$ cat config.mk
export PLATFORM = sky130hd
export DESIGN_NAME = sparse_scatter_unit
export DESIGN_NICKNAME = d
export VERILOG_FILES = /design/src/rtl/sparse_scatter_pkg.sv /design/src/rtl/sparse_lane_extract.sv /design/src/rtl/sparse_addr_gen.sv /design/src/rtl/sparse_iter_divider.sv /design/src/rtl/sparse_scatter_unit.sv
export SDC_FILE = /design/constraint.sdc
export NUM_CORES = 1
export LEC_CHECK = 0
export ABC_CLOCK_PERIOD_IN_PS = 5000
export BUFFER_PORTS_ARGS = -buffer_cell sky130_fd_sc_hd__buf_2
export CORE_ASPECT_RATIO = 0.75
export CORE_MARGIN = 10
export CORE_UTILIZATION = 40
export DETAILED_ROUTE_END_ITERATION = 16
export PLACE_DENSITY = 0.72
export SETUP_SLACK_MARGIN = 0.5
export SLEW_MARGIN = 20
export SYNTH_ARGS = -nofsm -noshare
export SYNTH_HDL_FRONTEND = slang
export SYNTH_SLANG_ARGS = --single-unit
$ cat constraint.sdc
create_clock -name clk -period 5 [get_ports clk]
set_clock_uncertainty 0.15 [all_clocks]
set_input_delay 1 -clock clk [delete_from_list [all_inputs] [get_ports clk]]
set_output_delay 1 -clock clk [all_outputs]
set_load 0.02 [all_outputs]
$ cat src/rtl/sparse_scatter_pkg.sv
`timescale 1ns/1ps
package sparse_scatter_pkg;
    typedef enum logic [2:0] {
        ST_IDLE,
        ST_CHECK,
        ST_FETCH,
        ST_WAIT,
        ST_DIVIDE,
        ST_ISSUE,
        ST_COMPLETE,
        ST_FAULT
    } scat_state_e;
endpackage

$ cat src/rtl/sparse_lane_extract.sv
`timescale 1ns/1ps
// Picks the 4-bit dense index of one lane out of a packed tag word.
module sparse_lane_extract #(
    parameter int TAG_W  = 16,
    parameter int LANES  = 4,
    parameter int IDX_W  = TAG_W / LANES,
    parameter int LANE_W = $clog2(LANES)
) (
    input  logic [TAG_W-1:0]  tag_word,
    input  logic [LANE_W-1:0] lane,
    output logic [IDX_W-1:0]  index
);
    logic [IDX_W-1:0] nibble [LANES];

    generate
        for (genvar g = 0; g < LANES; g++) begin : g_nibble
            assign nibble[g] = tag_word[g*IDX_W +: IDX_W];
        end
    endgenerate

    assign index = nibble[lane];
endmodule

$ cat src/rtl/sparse_addr_gen.sv
`timescale 1ns/1ps
// Read address = (element >> lane bits) + part * stride.
module sparse_addr_gen #(
    parameter int ELEM_W = 10,
    parameter int ADDR_W = 10,
    parameter int LANE_W = 2,
    parameter int PART_W = 2
) (
    input  logic [ELEM_W-1:0] elem,
    input  logic [PART_W-1:0] part,
    input  logic [ADDR_W-1:0] stride,
    output logic [ADDR_W-1:0] addr
);
    logic [ADDR_W-1:0] base;
    logic [ADDR_W-1:0] offset;

    always_comb begin
        base   = ADDR_W'(elem >> LANE_W);
        offset = '0;
        for (int b = 0; b < PART_W; b++) begin
            if (part[b]) begin
                offset = offset + (stride << b);
            end
        end
        addr = base + offset;
    end
endmodule

$ cat src/rtl/sparse_iter_divider.sv
`timescale 1ns/1ps
// Restoring divider by repeated subtraction: one subtract per cycle.
module sparse_iter_divider #(
    parameter int IDX_W = 4,
    parameter int DIV_W = IDX_W + 1
) (
    input  logic             clk,
    input  logic             rst_n,
    input  logic             load,
    input  logic [IDX_W-1:0] dividend,
    input  logic [DIV_W-1:0] divisor,
    output logic [IDX_W-1:0] quotient,
    output logic [IDX_W-1:0] remainder,
    output logic             busy
);
    logic [DIV_W-1:0] rem_ext;

    assign rem_ext = {{(DIV_W-IDX_W){1'b0}}, remainder};

    always_ff @(posedge clk) begin
        if (!rst_n) begin
            quotient  <= '0;
            remainder <= '0;
            busy      <= 1'b0;
        end else if (load) begin
            quotient  <= '0;
            remainder <= dividend;
            busy      <= 1'b1;
        end else if (busy) begin
            if (rem_ext >= divisor) begin
                remainder <= remainder - divisor[IDX_W-1:0];
                quotient  <= quotient + 1'b1;
            end else begin
                busy <= 1'b0;
            end
        end
    end
endmodule

$ cat src/rtl/sparse_scatter_unit.sv
`timescale 1ns/1ps
module sparse_scatter_unit
    import sparse_scatter_pkg::*;
#(
    parameter int TAG_W       = 16,
    parameter int LANES       = 4,
    parameter int VAL_W       = 8,
    parameter int ELEM_W      = 10,
    parameter int ADDR_W      = 10,
    parameter int ACTIVE_ROWS = 128,
    parameter int ROW_W       = $clog2(ACTIVE_ROWS) + 2,
    parameter int IDX_W       = TAG_W / LANES
) (
    input  logic              clk,
    input  logic              rst_n,
    input  logic              start,
    input  logic [ROW_W-1:0]  cfg_rows,
    input  logic [IDX_W:0]    cfg_cols,
    input  logic [ELEM_W-1:0] cfg_elems,
    input  logic [ADDR_W-1:0] cfg_stride,
    input  logic              cfg_acc,
    output logic              rd_en,
    output logic [ADDR_W-1:0] rd_addr,
    input  logic [TAG_W-1:0]  rd_tag,
    input  logic [VAL_W-1:0]  rd_val,
    output logic              sc_valid,
    input  logic              sc_ready,
    output logic [IDX_W-1:0]  sc_row,
    output logic [IDX_W-1:0]  sc_col,
    output logic [VAL_W-1:0]  sc_value,
    output logic              sc_acc,
    output logic              done,
    output logic              cfg_err
);
    localparam int LANE_W = $clog2(LANES);
    localparam int PART_W = $clog2(LANES);
    localparam int COL_W  = IDX_W + 1;

    scat_state_e state_q, state_d;

    logic [ROW_W-1:0]  rows_q;
    logic [COL_W-1:0]  cols_q;
    logic [ELEM_W-1:0] elems_q;
    logic [ADDR_W-1:0] stride_q;
    logic              acc_q;
    logic [ELEM_W-1:0] elem_q;
    logic [PART_W-1:0] part_q;
    logic [VAL_W-1:0]  val_q;

    logic              rows_misaligned;
    logic              rows_wrong;
    logic              cols_zero;
    logic              bad_cfg;
    logic              last_pair;
    logic              div_load;
    logic              div_busy;
    logic [IDX_W-1:0]  lane_index;
    logic [IDX_W-1:0]  quot;
    logic [IDX_W-1:0]  rem;

    // Configuration checks on latched values
    assign rows_misaligned = (rows_q[1:0] != 2'b00);
    assign rows_wrong      = (rows_q != ROW_W'(ACTIVE_ROWS));
    assign cols_zero       = (cols_q == '0);
    assign bad_cfg         = rows_misaligned || rows_wrong || cols_zero;
    assign last_pair       = (part_q == PART_W'(LANES - 1)) &&
                             (elem_q == elems_q - 1'b1);

    sparse_addr_gen #(
        .ELEM_W (ELEM_W),
        .ADDR_W (ADDR_W),
        .LANE_W (LANE_W),
        .PART_W (PART_W)
    ) u_addr (
        .elem   (elem_q),
        .part   (part_q),
        .stride (stride_q),
        .addr   (rd_addr)
    );

    sparse_lane_extract #(
        .TAG_W  (TAG_W),
        .LANES  (LANES),
        .IDX_W  (IDX_W),
        .LANE_W (LANE_W)
    ) u_lane (
        .tag_word (rd_tag),
        .lane     (elem_q[LANE_W-1:0]),
        .index    (lane_index)
    );

    sparse_iter_divider #(
        .IDX_W (IDX_W),
        .DIV_W (COL_W)
    ) u_div (
        .clk       (clk),
        .rst_n     (rst_n),
        .load      (div_load),
        .dividend  (lane_index),
        .divisor   (cols_q),
        .quotient  (quot),
        .remainder (rem),
        .busy      (div_busy)
    );

    // State register
    always_ff @(posedge clk) begin
        if (!rst_n) begin
            state_q <= ST_IDLE;
        end else begin
            state_q <= state_d;
        end
    end

    // Next-state logic
    always_comb begin
        state_d = state_q;
        unique case (state_q)
            ST_IDLE:     if (start) state_d = ST_CHECK;
            ST_CHECK: begin
                if (bad_cfg)              state_d = ST_FAULT;
                else if (elems_q == '0)   state_d = ST_COMPLETE;
                else                      state_d = ST_FETCH;
            end
            ST_FETCH:    state_d = ST_WAIT;
            ST_WAIT:     state_d = ST_DIVIDE;
            ST_DIVIDE:   if (!div_busy) state_d = ST_ISSUE;
            ST_ISSUE: begin
                if (sc_ready) state_d = last_pair ? ST_COMPLETE : ST_FETCH;
            end
            ST_COMPLETE: state_d = ST_IDLE;
            ST_FAULT:    state_d = ST_IDLE;
            default:     state_d = ST_IDLE;
        endcase
    end

    // Outputs decoded from the state
    always_comb begin
        rd_en    = 1'b0;
        div_load = 1'b0;
        sc_valid = 1'b0;
        done     = 1'b0;
        cfg_err  = 1'b0;
        unique case (state_q)
            ST_FETCH:    rd_en    = 1'b1;
            ST_WAIT:     div_load = 1'b1;
            ST_ISSUE:    sc_valid = 1'b1;
            ST_COMPLETE: done     = 1'b1;
            ST_FAULT:    cfg_err  = 1'b1;
            default:     ;
        endcase
    end

    // Datapath registers
    always_ff @(posedge clk) begin
        if (!rst_n) begin
            rows_q   <= '0;
            cols_q   <= '0;
            elems_q  <= '0;
            stride_q <= '0;
            acc_q    <= 1'b0;
            elem_q   <= '0;
            part_q   <= '0;
            val_q    <= '0;
        end else begin
            if (state_q == ST_IDLE && start) begin
                rows_q   <= cfg_rows;
                cols_q   <= cfg_cols;
                elems_q  <= cfg_elems;
                stride_q <= cfg_stride;
                acc_q    <= cfg_acc;
                elem_q   <= '0;
                part_q   <= '0;
            end
            if (state_q == ST_WAIT) begin
                val_q <= rd_val;
            end
            if (state_q == ST_ISSUE && sc_ready) begin
                if (part_q == PART_W'(LANES - 1)) begin
                    part_q <= '0;
                    elem_q <= elem_q + 1'b1;
                end else begin
                    part_q <= part_q + 1'b1;
                end
            end
        end
    end

    assign sc_row   = quot;
    assign sc_col   = rem;
    assign sc_value = val_q;
    assign sc_acc   = acc_q;
endmodule

==> impl_metrics.csv <==
group,metric,value,unit
power_and_ir_drop,p_leak,2.28,nW
timing,setup_slack,0.423,ns
finish,n_antenna_cell,0,
drt,via_per_inst,5.40,
worst_setup_path,critical_path.max_fanout,4,
worst_setup_path,end_kind,"output port",
placement,dp.cells,735,
finish,regArea,1350,µm²
outcome,status,"finished clean",
cts,cts_tree,"done",
finish,fillers,976,
logic_synthesis,synthArstFlopShare,0,%
logic_synthesis,yosysWarnings,0,
logic_synthesis,syn_area,4290,µm²
logic_synthesis,synth.most_common_cell,"nand2_1",
timing,fin_crit_sh,91.5,%
timing,setup_tns,0,ns
worst_setup_path,cp-start-kind,"register",
drt,highest_layer,"met4",
timing,slew-limit-headroom,48.8,%
logic_synthesis,synth_common_cells,"nand2_1, dfxtp_1, a21boi_0",
timing,rsz0062_at_grt,"yes",
cts,clk_latency,0.33,ns
logic_synthesis,syn_inst,532,
die,initial_core_util,41.4,%
finish,multi_input_area,2910,µm²
die,die_area,15300,µm²
cts,path_clk_slew,0.06,ns
die,fp-row-count,32,
power_and_ir_drop,peakVddDrop,201,µV
drt,wl_met3,761,µm
grt,grt_pass1_vias,3988,
drt,route.detailed.drc,0,
drt,met1Wirelength,5380,µm
finish,area_growth,24.1,%
placement,io_buffers,93,
logic_synthesis,synth-edff-count,0,
placement,gp_congestion,0.862,
die,die_y,110,µm
timing,slew_violations,0,
timing,min_period,4.58,ns
worst_setup_path,crit_type,"reg2out",
drt,first_iter_violations,203,
min_path,hold_class,"reg2reg",
placement,placed_area,4810,µm²
power_and_ir_drop,total_power,2.01,mW
placement,pre_cts_slack,0.256,ns
finish,final_area,5320,µm²
finish,post-route-util,51.3,%
drt,met2_length,5490,µm
logic_synthesis,syn_nets,620,
cts,clock-root-buffer,"clkbuf_16",
drt,wire_per_inst,15.6,µm
grt,overflow,0,
drt,detail-route-antenna-nets,0,
die,pin_count,94,
logic_synthesis,synth.distinct_cells,57,
drt,wl,11800,µm
grt,grt_antenna_before_repair,0,
grt,grt_max_degree,57,
timing,fmax,218,MHz
grt,track_usage,15.0,%
drt,vias,4092,
timing,hold_viol,0,
logic_synthesis,seq_area_frac_synth,31.3,%
worst_setup_path,arrival,3.43,ns
logic_synthesis,syn_area_per_cell,8.06,µm²
grt,grt_pass1_wl,19200,µm
logic_synthesis,ys_seq_elements,67,
logic_synthesis,synth_flop_cell,"dfxtp_1",
power_and_ir_drop,power_per_cell_area,377,nW/µm²
timing,setup_viol_count_final,0,
cts,clk_path_buf_depth,2,
finish,fin_nets,706,
cts,cts_num_sinks,67,
timing,hold_ws,0.309,ns
logic_synthesis,synth_top_area_cell,"dfxtp_1",
logic_synthesis,synth_top_cell_area_share,31.3,%
worst_setup_path,cp.required,3.85,ns
die,die_w,140,µm
finish,layout.cells.non_filler,758,
finish,layout-drive-gt1-share,25.6,%
drt,dr.pass1.iters,5,
timing,tightest_slew,0.766,ns
placement,dp_hpwl,8580,µm
logic_synthesis,synth.area.top_cells,"dfxtp_1, nand2_1, a21boi_0",
cts,cts_made_buffers,9,
die,core-area,10400,µm²
cts,postCtsHoldBufs,0,
cts,cts_max_level,3,
job,cap_violations,0,
==> what timing repair did <==
item / 4_1_cts / 5_1_grt
pin swaps: 11 / 10
buffers inserted: 7 / 1
setup endpoints to repair: 4 / 4
gates resized for setup: 22 / 10
==> registers in the layout (all words and copies together) (netlist names), 2 cells and up <==
register and flops:
elem_q 10, elems_q 10, stride_q 10, rows_q 9, sc_value 8, cols_q 5
u_div.quotient 4, u_div.remainder 4, state_q 3, part_q 2
==> worst max-delay path, cell delays in order (launching register included) <==
cell	delay, ns
dfxtp_4	0.36
and2_4	0.15
ha_4	0.16
fa_2	0.45
a21oi_4	0.19
o221ai_4	0.14
xor2_1	0.16
mux2_4	0.28
ha_4	0.22
o21a_1	0.11
o31a_1	0.12
o311a_1	0.32
o22ai_2	0.11
xnor2_1	0.14
buf_4	0.17
==> cells in the final DEF (no fill, tap or decap), drive strengths merged, types with 12 or more instances in the layout <==
cell and n:
nand2 113, buf 104, dfxtp 67, a21boi 46, nor2 29, a21oi 24
ha 22, xnor2 21, o21ai 19, nand3 18, and2 13, clkbuf 13
a21o 12
==> cell families after synthesis <==
kind of cell | after synthesis | synth area share (%)
and+or+nand+nor | 222 | 24.1
muxes | 13 | 4.32
AOI/OAI and AO/OA | 134 | 22.1
adders and majority gates | 25 | 7.82
xor gates and xnor gates | 31 | 6.33
buffers and inverters | 40 | 4.08
DFF | 67 | 31.3
==> power breakdown <==
group | internal [mW] | switching (mW) | leakage (nW)
Combinational | 0.266 | 0.397 | 1.59
Sequential | 0.617 | 0.100 | 0.547
Clock | 0.409 | 0.220 | 0.146
==> worst paths after layout <==
check | startpoint | end | slack, ns | depth (start not counted)
worst max register to register | state_q[2] | u_div.remainder[3] | 2.76 | 4
worst min-delay path | sc_value[3] | sc_value[3] | 0.31 | 2
worst max-delay path | part_q[0] | rd_addr[9] | 0.42 | 14
worst min register to register | sc_value[3] | sc_value[3] | 0.31 | 2
==> cell type report <==
class / count / share of cell area [%]
multi-input cells: 425 / 54.6
flip-flops and latches: 67 / 25.4
repair buffers: 104 / 10.4
clock buffers: 13 / 4.89
well taps: 136 / 3.20
inverters: 11 / 0.776
clock inverters: 2 / 0.658
==> per-layer routing <==
metal | vias up | global-route usage (%)
met2 | 131 | 24.1
met5 | - | 0
met3 | 18 | 4.70
li1 | 2037 | -
met4 | 0 | 5.59
met1 | 1906 | 18.8
(Power assumes the default switching activity.)
